<file path="src/rtl/i2c_dreg_pkg.sv">
package i2c_dreg_pkg;
  // Write acceptance by access width: word needs both lanes, byte needs lane 0
  function automatic logic lane_ok(input logic word_mode, input logic [1:0] be);
    return word_mode ? (be == 2'b11) : be[0];
  endfunction
endpackage

</file>
<file path="src/rtl/i2c_dreg_tx.sv">
module i2c_dreg_tx
  import i2c_dreg_pkg::*;
#(
  parameter int BYTE_W = 8,
  localparam int DW = 2 * BYTE_W
) (
  input  logic              clk_i,
  input  logic              rst_ni,
  input  logic              en_i,
  input  logic              tx_dir_i,
  input  logic              word_mode_i,
  input  logic              master_i,
  input  logic              slv_req_i,
  input  logic              wr_i,
  input  logic [1:0]        be_i,
  input  logic [DW-1:0]     wdata_i,
  output logic              tx_rdy_o,
  output logic              tx_udf_o,
  output logic [BYTE_W-1:0] tx_byte_o,
  output logic              tx_valid_o,
  input  logic              tx_ready_i
);
  logic [DW-1:0] dr_q, hold_q, wval;
  logic dr_v_q, hold_v_q, hi_sel_q, udf_q;
  logic act, wr_ok, xfer, last, udf_set;

  assign act        = en_i & tx_dir_i;
  assign tx_rdy_o   = act & ~hold_v_q;
  assign wr_ok      = tx_rdy_o & wr_i & lane_ok(word_mode_i, be_i);
  assign wval       = word_mode_i ? wdata_i : {{BYTE_W{1'b0}}, wdata_i[BYTE_W-1:0]};
  assign tx_valid_o = act & dr_v_q;
  assign tx_byte_o  = (word_mode_i & hi_sel_q) ? dr_q[DW-1:BYTE_W] : dr_q[BYTE_W-1:0];
  assign xfer       = tx_valid_o & tx_ready_i;
  assign last       = xfer & (~word_mode_i | hi_sel_q);
  assign udf_set    = act & tx_ready_i & ~dr_v_q & (master_i | slv_req_i);
  assign tx_udf_o   = udf_q;

  always_ff @(posedge clk_i or negedge rst_ni) begin
    if (!rst_ni) begin
      dr_q <= '0; hold_q <= '0;
      dr_v_q <= 1'b0; hold_v_q <= 1'b0; hi_sel_q <= 1'b0; udf_q <= 1'b0;
    end else if (!en_i) begin
      dr_v_q <= 1'b0; hold_v_q <= 1'b0; hi_sel_q <= 1'b0; udf_q <= 1'b0;
    end else begin
      if (xfer) hi_sel_q <= ~last;
      if (last) begin
        if (hold_v_q) begin
          dr_q     <= hold_q;
          hold_v_q <= 1'b0;
        end else begin
          dr_v_q <= 1'b0;
        end
      end
      if (wr_ok) begin
        if (dr_v_q && !last) begin
          hold_q   <= wval;
          hold_v_q <= 1'b1;
        end else begin
          dr_q   <= wval;
          dr_v_q <= 1'b1;
        end
      end
      if (wr_ok)        udf_q <= 1'b0;
      else if (udf_set) udf_q <= 1'b1;
    end
  end

  AST_TX_WRITE_LANDS: assert property (@(posedge clk_i) disable iff (!rst_ni)
    (wr_ok && !last) |=> dr_v_q);
  AST_TX_FLUSH: assert property (@(posedge clk_i) disable iff (!rst_ni)
    !en_i |=> (!dr_v_q && !hold_v_q && !tx_udf_o));
  AST_TX_UDF_MASTER: assert property (@(posedge clk_i) disable iff (!rst_ni)
    (act && master_i && tx_ready_i && !dr_v_q && !wr_i) |=> tx_udf_o);
  AST_TX_UDF_CLEAR: assert property (@(posedge clk_i) disable iff (!rst_ni)
    wr_ok |=> !tx_udf_o);
endmodule

</file>
<file path="src/rtl/i2c_dreg_rx.sv">
module i2c_dreg_rx #(
  parameter int BYTE_W = 8,
  localparam int DW = 2 * BYTE_W
) (
  input  logic              clk_i,
  input  logic              rst_ni,
  input  logic              en_i,
  input  logic              rx_dir_i,
  input  logic              word_mode_i,
  input  logic              rd_i,
  output logic [DW-1:0]     rdata_o,
  output logic              rx_rdy_o,
  output logic              rx_ovr_o,
  output logic              scl_hold_o,
  input  logic [BYTE_W-1:0] rx_byte_i,
  input  logic              rx_valid_i,
  output logic              rx_ready_o
);
  logic [DW-1:0] dr_q, hold_q, item;
  logic [BYTE_W-1:0] lo_q;
  logic dr_v_q, hold_v_q, lo_v_q, ovr_q;
  logic act, full, take, complete, pop, dr_busy;

  assign act        = en_i & rx_dir_i;
  assign full       = dr_v_q & hold_v_q;
  assign rx_ready_o = act & ~full;
  assign scl_hold_o = act & rx_valid_i & full;
  assign take       = rx_valid_i & rx_ready_o;
  assign complete   = take & (~word_mode_i | lo_v_q);
  assign item       = word_mode_i ? {rx_byte_i, lo_q} : {{BYTE_W{1'b0}}, rx_byte_i};
  assign pop        = rd_i & en_i & dr_v_q;
  assign dr_busy    = dr_v_q & (~pop | hold_v_q);
  assign rdata_o    = dr_q;
  assign rx_rdy_o   = en_i & dr_v_q;
  assign rx_ovr_o   = ovr_q;

  always_ff @(posedge clk_i or negedge rst_ni) begin
    if (!rst_ni) begin
      dr_q <= '0; hold_q <= '0; lo_q <= '0;
      dr_v_q <= 1'b0; hold_v_q <= 1'b0; lo_v_q <= 1'b0; ovr_q <= 1'b0;
    end else if (!en_i) begin
      dr_v_q <= 1'b0; hold_v_q <= 1'b0; lo_v_q <= 1'b0; ovr_q <= 1'b0;
    end else begin
      if (take) begin
        if (word_mode_i && !lo_v_q) begin
          lo_q   <= rx_byte_i;
          lo_v_q <= 1'b1;
        end else begin
          lo_v_q <= 1'b0;
        end
      end
      if (pop) begin
        if (hold_v_q) begin
          dr_q     <= hold_q;
          hold_v_q <= 1'b0;
        end else begin
          dr_v_q <= 1'b0;
        end
      end
      if (complete) begin
        if (dr_busy) begin
          hold_q   <= item;
          hold_v_q <= 1'b1;
        end else begin
          dr_q   <= item;
          dr_v_q <= 1'b1;
        end
      end
      if (rd_i)            ovr_q <= 1'b0;
      else if (scl_hold_o) ovr_q <= 1'b1;
    end
  end

  AST_RX_STALL: assert property (@(posedge clk_i) disable iff (!rst_ni)
    (act && rx_valid_i && !rx_ready_o) |-> scl_hold_o);
  AST_RX_NO_TAKE_WHEN_HELD: assert property (@(posedge clk_i) disable iff (!rst_ni)
    scl_hold_o |-> !rx_ready_o);
  AST_RX_OVR_CLEAR: assert property (@(posedge clk_i) disable iff (!rst_ni)
    rd_i |=> !rx_ovr_o);
  AST_RX_FLUSH: assert property (@(posedge clk_i) disable iff (!rst_ni)
    !en_i |=> (!dr_v_q && !hold_v_q && !lo_v_q));
endmodule

</file>
<file path="src/rtl/i2c_dreg_unit.sv">
module i2c_dreg_unit #(
  parameter int BYTE_W = 8,
  localparam int DW = 2 * BYTE_W
) (
  input  logic              clk_i,
  input  logic              rst_ni,
  input  logic              en_i,
  input  logic              word_mode_i,
  input  logic              tx_dir_i,
  input  logic              master_i,
  input  logic              slv_req_i,
  input  logic              reg_wr_i,
  input  logic [1:0]        reg_be_i,
  input  logic [DW-1:0]     reg_wdata_i,
  input  logic              reg_rd_i,
  output logic [DW-1:0]     reg_rdata_o,
  output logic              tx_rdy_flag_o,
  output logic              rx_rdy_flag_o,
  output logic              tx_udf_o,
  output logic              rx_ovr_o,
  output logic              scl_hold_o,
  output logic [BYTE_W-1:0] tx_byte_o,
  output logic              tx_valid_o,
  input  logic              tx_ready_i,
  input  logic [BYTE_W-1:0] rx_byte_i,
  input  logic              rx_valid_i,
  output logic              rx_ready_o
);
  i2c_dreg_tx #(.BYTE_W(BYTE_W)) u_tx (
    .clk_i, .rst_ni, .en_i, .tx_dir_i, .word_mode_i, .master_i, .slv_req_i,
    .wr_i(reg_wr_i), .be_i(reg_be_i), .wdata_i(reg_wdata_i),
    .tx_rdy_o(tx_rdy_flag_o), .tx_udf_o, .tx_byte_o, .tx_valid_o, .tx_ready_i
  );

  i2c_dreg_rx #(.BYTE_W(BYTE_W)) u_rx (
    .clk_i, .rst_ni, .en_i, .rx_dir_i(~tx_dir_i), .word_mode_i,
    .rd_i(reg_rd_i), .rdata_o(reg_rdata_o), .rx_rdy_o(rx_rdy_flag_o),
    .rx_ovr_o, .scl_hold_o, .rx_byte_i, .rx_valid_i, .rx_ready_o
  );

  AST_DIR_EXCLUSIVE: assert property (@(posedge clk_i) disable iff (!rst_ni)
    !(tx_valid_o && rx_ready_o));
endmodule

</file>
<file path="config.mk">
export PLATFORM = sky130hd
export DESIGN_NAME = i2c_dreg_unit
export DESIGN_NICKNAME = d
export VERILOG_FILES = /design/src/rtl/i2c_dreg_pkg.sv /design/src/rtl/i2c_dreg_tx.sv /design/src/rtl/i2c_dreg_rx.sv /design/src/rtl/i2c_dreg_unit.sv
export SDC_FILE = /design/constraint.sdc
export NUM_CORES = 1
export LEC_CHECK = 0
export BUFFER_PORTS_ARGS = -buffer_cell sky130_fd_sc_hd__buf_4
export CORE_UTILIZATION = 38
export DETAILED_ROUTE_END_ITERATION = 10
export SLEW_MARGIN = 20
export SYNTH_ARGS = -nofsm -noshare
export SYNTH_HDL_FRONTEND = slang
export SYNTH_HIERARCHICAL = 1
export SYNTH_SLANG_ARGS = --single-unit
</file>
<file path="constraint.sdc">
create_clock -name clk_i -period 1.6 [get_ports clk_i]
set_input_delay 0.08 -clock clk_i [delete_from_list [all_inputs] [get_ports clk_i]]
set_output_delay 0.08 -clock clk_i [all_outputs]
set_load 0.1 [all_outputs]
</file>
==> results.env <==
CRIT_END='tx_byte_o[0]'
MOST-COMMON-LAYOUT-CELLS='sky130_fd_sc_hd__dfrtp_1, sky130_fd_sc_hd__buf_4, sky130_fd_sc_hd__nand2_1, sky130_fd_sc_hd__mux2i_1, sky130_fd_sc_hd__o21ai_1'
DRCVIOLATIONCOUNT=0
CPMAXSTAGEDELAYCELL='sky130_fd_sc_hd__dfrtp_1'
SEQ_AREA_FRAC_SYNTH_PCT=50.3
DIE_WIDTH_UM=104
WORSTHOLDPATHTYPE='in2reg'
NETLIST-CELL-TYPE-COUNT=48
GRT_TOTAL_OVFL=0
INITIAL_CORE_UTIL_PCT=40.0
PRECTSSETUPSLACK_PS=-8.50
CRIT_REQUIRED_PS=1520
YS_SEQ_ELEMENTS=80
SETUP_VIOL=8
GRT_PASS1_VIAS=3116
TOTALWIRELENGTH_UM=9460
CTS_INSERTED_BUFFERS=9
DRV_SLEW=0
TIMING.SLEW.HEADROOM_PCT=67.3
ROUTED-VIA-COUNT=3001
DESIGN.DIE.AREA_UM2=10900
GRT_UTIL_MET3_PCT=4.76
PORT_BUFFERS=67
ANT_NETS=0
CLKPWRFRAC_PCT=23.7
LAYOUTNONFILLERINSTCOUNT=589
INITIALDRTVIOLATIONCOUNT=89
TIMING.FINAL.CRIT_SHARE_PCT=103
AVGROUTEDWIREPERCELL_UM=16.1
GRT_TOTAL_USAGE_PCT=18.1
SETUP_REPAIR_AFTER_GLOBAL_ROUTING_MISSED_ITS_MARGIN='true'
VDD_IR_DROP_MAX_mV=0.845
TRITONCTS='yes'
SETUP_WS_PS=-43.3
CP_LAUNCH_TYPE='flop'
GROUTE.LAYER.MET1.USAGE_PCT=22.1
TIMING.CRITICAL_PATH.FROM='u_tx/hi_sel_q'
CRIT_TOP_CELL='sky130_fd_sc_hd__buf_12'
FLOORPLAN.ROWS=36
GLOBALROUTEMET2UTIL_PCT=31.9
FF2FF_SETUP_SLACK_PS=10
NUMBER_OF_ANTENNA_VIOLATIONS_AT_THE_FIRST_CHECK_IN_GLOBAL_ROUTING=0
LARGEST_DELAY_CONTRIBUTOR_FAMILY_ON_THE_CRITICAL_PATH='buffers and inverters'
TIMING.FMAX_MHz=609
VIOLATIONS='negative setup slack'
GRT_MAX_DEGREE=39
WORSTSKEWPAIRLATENCY_PS=340
PATH_MAX_FANOUT=8
FIN_AREA_UM2=5510
P_LEAK_uW=0.00261
WORST_EP_ARRIVAL_TIME_PS=1560
R2R.WORST_PATH.CELLS=5
TIMING.CRITICAL_PATH.BUF_INV=3
POWER_REPORT.INTERNAL_TOTAL_uW=3890
FINALWORSTPATHREQUIREDPERIOD_PS=1640
POWER_FRAC_SEQ_PCT=39.1
PLACE_AREA_UM2=4800
POWER.NET_SWITCHING_uW=2550
COREAREA_UM2=9950
SETUP.WORST_PATH.CLASS='reg2out'
YOSYS_WARNINGS=6
MAPPEDNETLISTNETS=380
FIN_WORST_SKEW_PS=5.28
SWITCHING_SHARE_PCT=39.6
PLACE_CONGESTION=0.768
ANTENNA_CELLS_INSERTED=0
TOTAL_NUMBER_OF_CLOCK_TREE_SINKS=80
ROUTED_VIA_DENSITY=5.10
DRV.MAX_CAP_VIOLATION_COUNT=0
PATH_CELLS='buf_6 -> nand2_4 -> buf_12 -> mux2_4 -> buf_12'
POST-PLACE-CELLS=551
DESIGN.PORTCOUNT=68
CTS.PATH.MAX_BUFFERS=2
AREA_GROWTH_SYN_TO_LAYOUT_PCT=38.5
POWERDENSITY_nW_PER_UM2=1170
CLK_PIN_SLEW_PS=90
LAYOUT_COMMONEST_CELL='sky130_fd_sc_hd__dfrtp_1'
POST_ROUTE_CELLS_DRIVE_ABOVE_1_SHARE_PCT=39.9
NUM-NETS-FINAL=488
TIMING.CRITICAL_PATH.SLOWEST_CELL_DELAY_PS=390
WORST_HOLD_PATH_CELL_COUNT=3
PWR-SHARE-COMB_PCT=37.2
DIE_H_UM=104
WORST_MARGIN_PIN_SLEW_PS=491
ROOT_BUFFER='sky130_fd_sc_hd__clkbuf_8'
TIMING.CRITICAL_PATH.TO_TYPE='output port'
CRIT_CELLS=5
HTREE_NUM_LEVELS=3
WORST_R2R_STARTPOINT='u_tx/dr_v_q'
STATUS='finished, violations left'
POST_SYNTH.CELL_AREA_AVG_UM2=11.6
GRT_MOST_USED_LAYER='met2'
GLOBAL_ROUTE_WIRE_LENGTH_BEFORE_REPAIR_UM=15600
WORST_R2R_ENDPOINT='u_tx/dr_q[13]'
POST_SYNTH_INSTANCE_AREA_UM2=3980
TIMING.FINAL.HOLD_VIOLATIONS=0
GATE_COUNT_OF_THE_MAPPED_NETLIST=343
DETAILEDROUTE.FIRSTPASSITERATIONCOUNT=4
WORST_HOLD_SLACK_PS=56.4
DP_HPWL_UM=6340
[synthesized netlist by cell type (all sizes together)]
| cell | instances | area [um^2] |
|---|---|---|
| o221ai | 13 | 114 |
| a21boi | 1 | 7.51 |
| o22a | 4 | 35.0 |
| nor3 | 2 | 21.3 |
| nor2b | 4 | 25.0 |
| clkbuf | 2 | 7.51 |
| a21oi | 3 | 15.0 |
| nor3b | 2 | 20.0 |
| o211ai | 1 | 21.3 |
| nand2b | 15 | 93.8 |
| and4 | 1 | 11.3 |
| nand2 | 47 | 186 |
| inv | 19 | 71.3 |
| o21ai | 28 | 144 |
| o21a | 4 | 30.0 |
| o211a | 1 | 10.0 |
| nand3b | 1 | 11.3 |
| o2111a | 1 | 11.3 |
| buf | 17 | 143 |
| and3b | 1 | 8.76 |
| nor2 | 5 | 18.8 |
| nand4 | 2 | 33.8 |
| mux2 | 42 | 492 |
| a2bb2oi | 8 | 82.6 |
| a31oi | 2 | 18.8 |
| nand3 | 4 | 32.5 |
| and3 | 4 | 25.0 |
| or4b | 1 | 10.0 |
| mux2i | 27 | 270 |
| dfrtp | 80 | 2000 |
| a211oi | 1 | 7.51 |
[tightest hold or removal path, cell delays in order]
cell and delay [ps]:
sky130_fd_sc_hd__buf_4 110, sky130_fd_sc_hd__nand2_1 90, sky130_fd_sc_hd__mux2i_1 80
[per-stage QoR]
stage	util (%)	total power [uW]	setup TNS, ps
2_1_floorplan	-	4110	-1120
5_1_grt	55.4	6730	-1130
3_3_place_gp	48.2	4610	0
6_report	55.4	6440	-278
4_1_cts	54.0	6440	-428
3_5_place_dp	48.2	4650	-17.5
[power by group through the flow]
stage,Combinational [uW],Clock (uW),Sequential [uW]
5_1_grt,2500,1680,2550
6_report,2400,1530,2510
3_5_place_dp,2110,0,2540
3_3_place_gp,2090,0,2530
4_1_cts,2340,1590,2510
2_1_floorplan,923,0,3190
[cell families after synthesis]
group / Yosys count / synth area share [%]
mux: 69 / 19.1
simple gates: 89 / 12.5
compound gates: 67 / 12.5
buf+inv: 38 / 5.56
flops: 80 / 50.3
[flip-flops by register name, indices dropped and copies added, names as in the netlist]
name           flops
u_rx/hold_q       16
u_tx/dr_v_q        1
u_rx/rx_ovr_o      1
u_tx/dr_q         16
u_rx/hold_v_q      1
u_tx/hi_sel_q      1
u_rx/lo_q          8
u_rx/dr_v_q        1
u_rx/lo_v_q        1
u_tx/hold_v_q      1
u_tx/tx_udf_o      1
u_rx/rdata_o      16
u_tx/hold_q       16
[routing by layer]
layer	routed length, um	up-vias
li1	-	1439
met1	4190	1491
met2	4850	65
met3	345	6
met4	68	0
met5	0	-
[area by class of cell]
| type | instances | area (um^2) |
|---|---|---|
| fill | 860 | 4440 |
| sequential | 80 | 2000 |
| multi-input combinational | 225 | 1960 |
| timing repair buffer | 116 | 1110 |
| tap | 133 | 166 |
| clock buffer | 9 | 124 |
| clock inverter | 7 | 80.1 |
| inverter | 19 | 71.3 |
[how the worst min path moves through the flow]
stage / from / end / slack, ps
2_1_floorplan: rst_ni / u_rx/dr_v_q / -220
3_3_place_gp: rst_ni / u_tx/hold_q[6] / 70
3_5_place_dp: rst_ni / u_tx/hold_q[6] / 70
4_1_cts: reg_wdata_i[10] / u_tx/hold_q[10] / 10
5_1_grt: reg_wdata_i[10] / u_tx/dr_q[10] / 60
6_report: reg_wdata_i[11] / u_tx/hold_q[11] / 60
[timing repair]
item                       CTS  global route
setup endpoints to repair   14            40
setup buffers                1             5
pin swaps                    2             4
hold buffers                19             0
gates resized for setup     39            21
hold endpoints to repair    72             0
No activity file was read; power rests on OpenSTA's default activity.
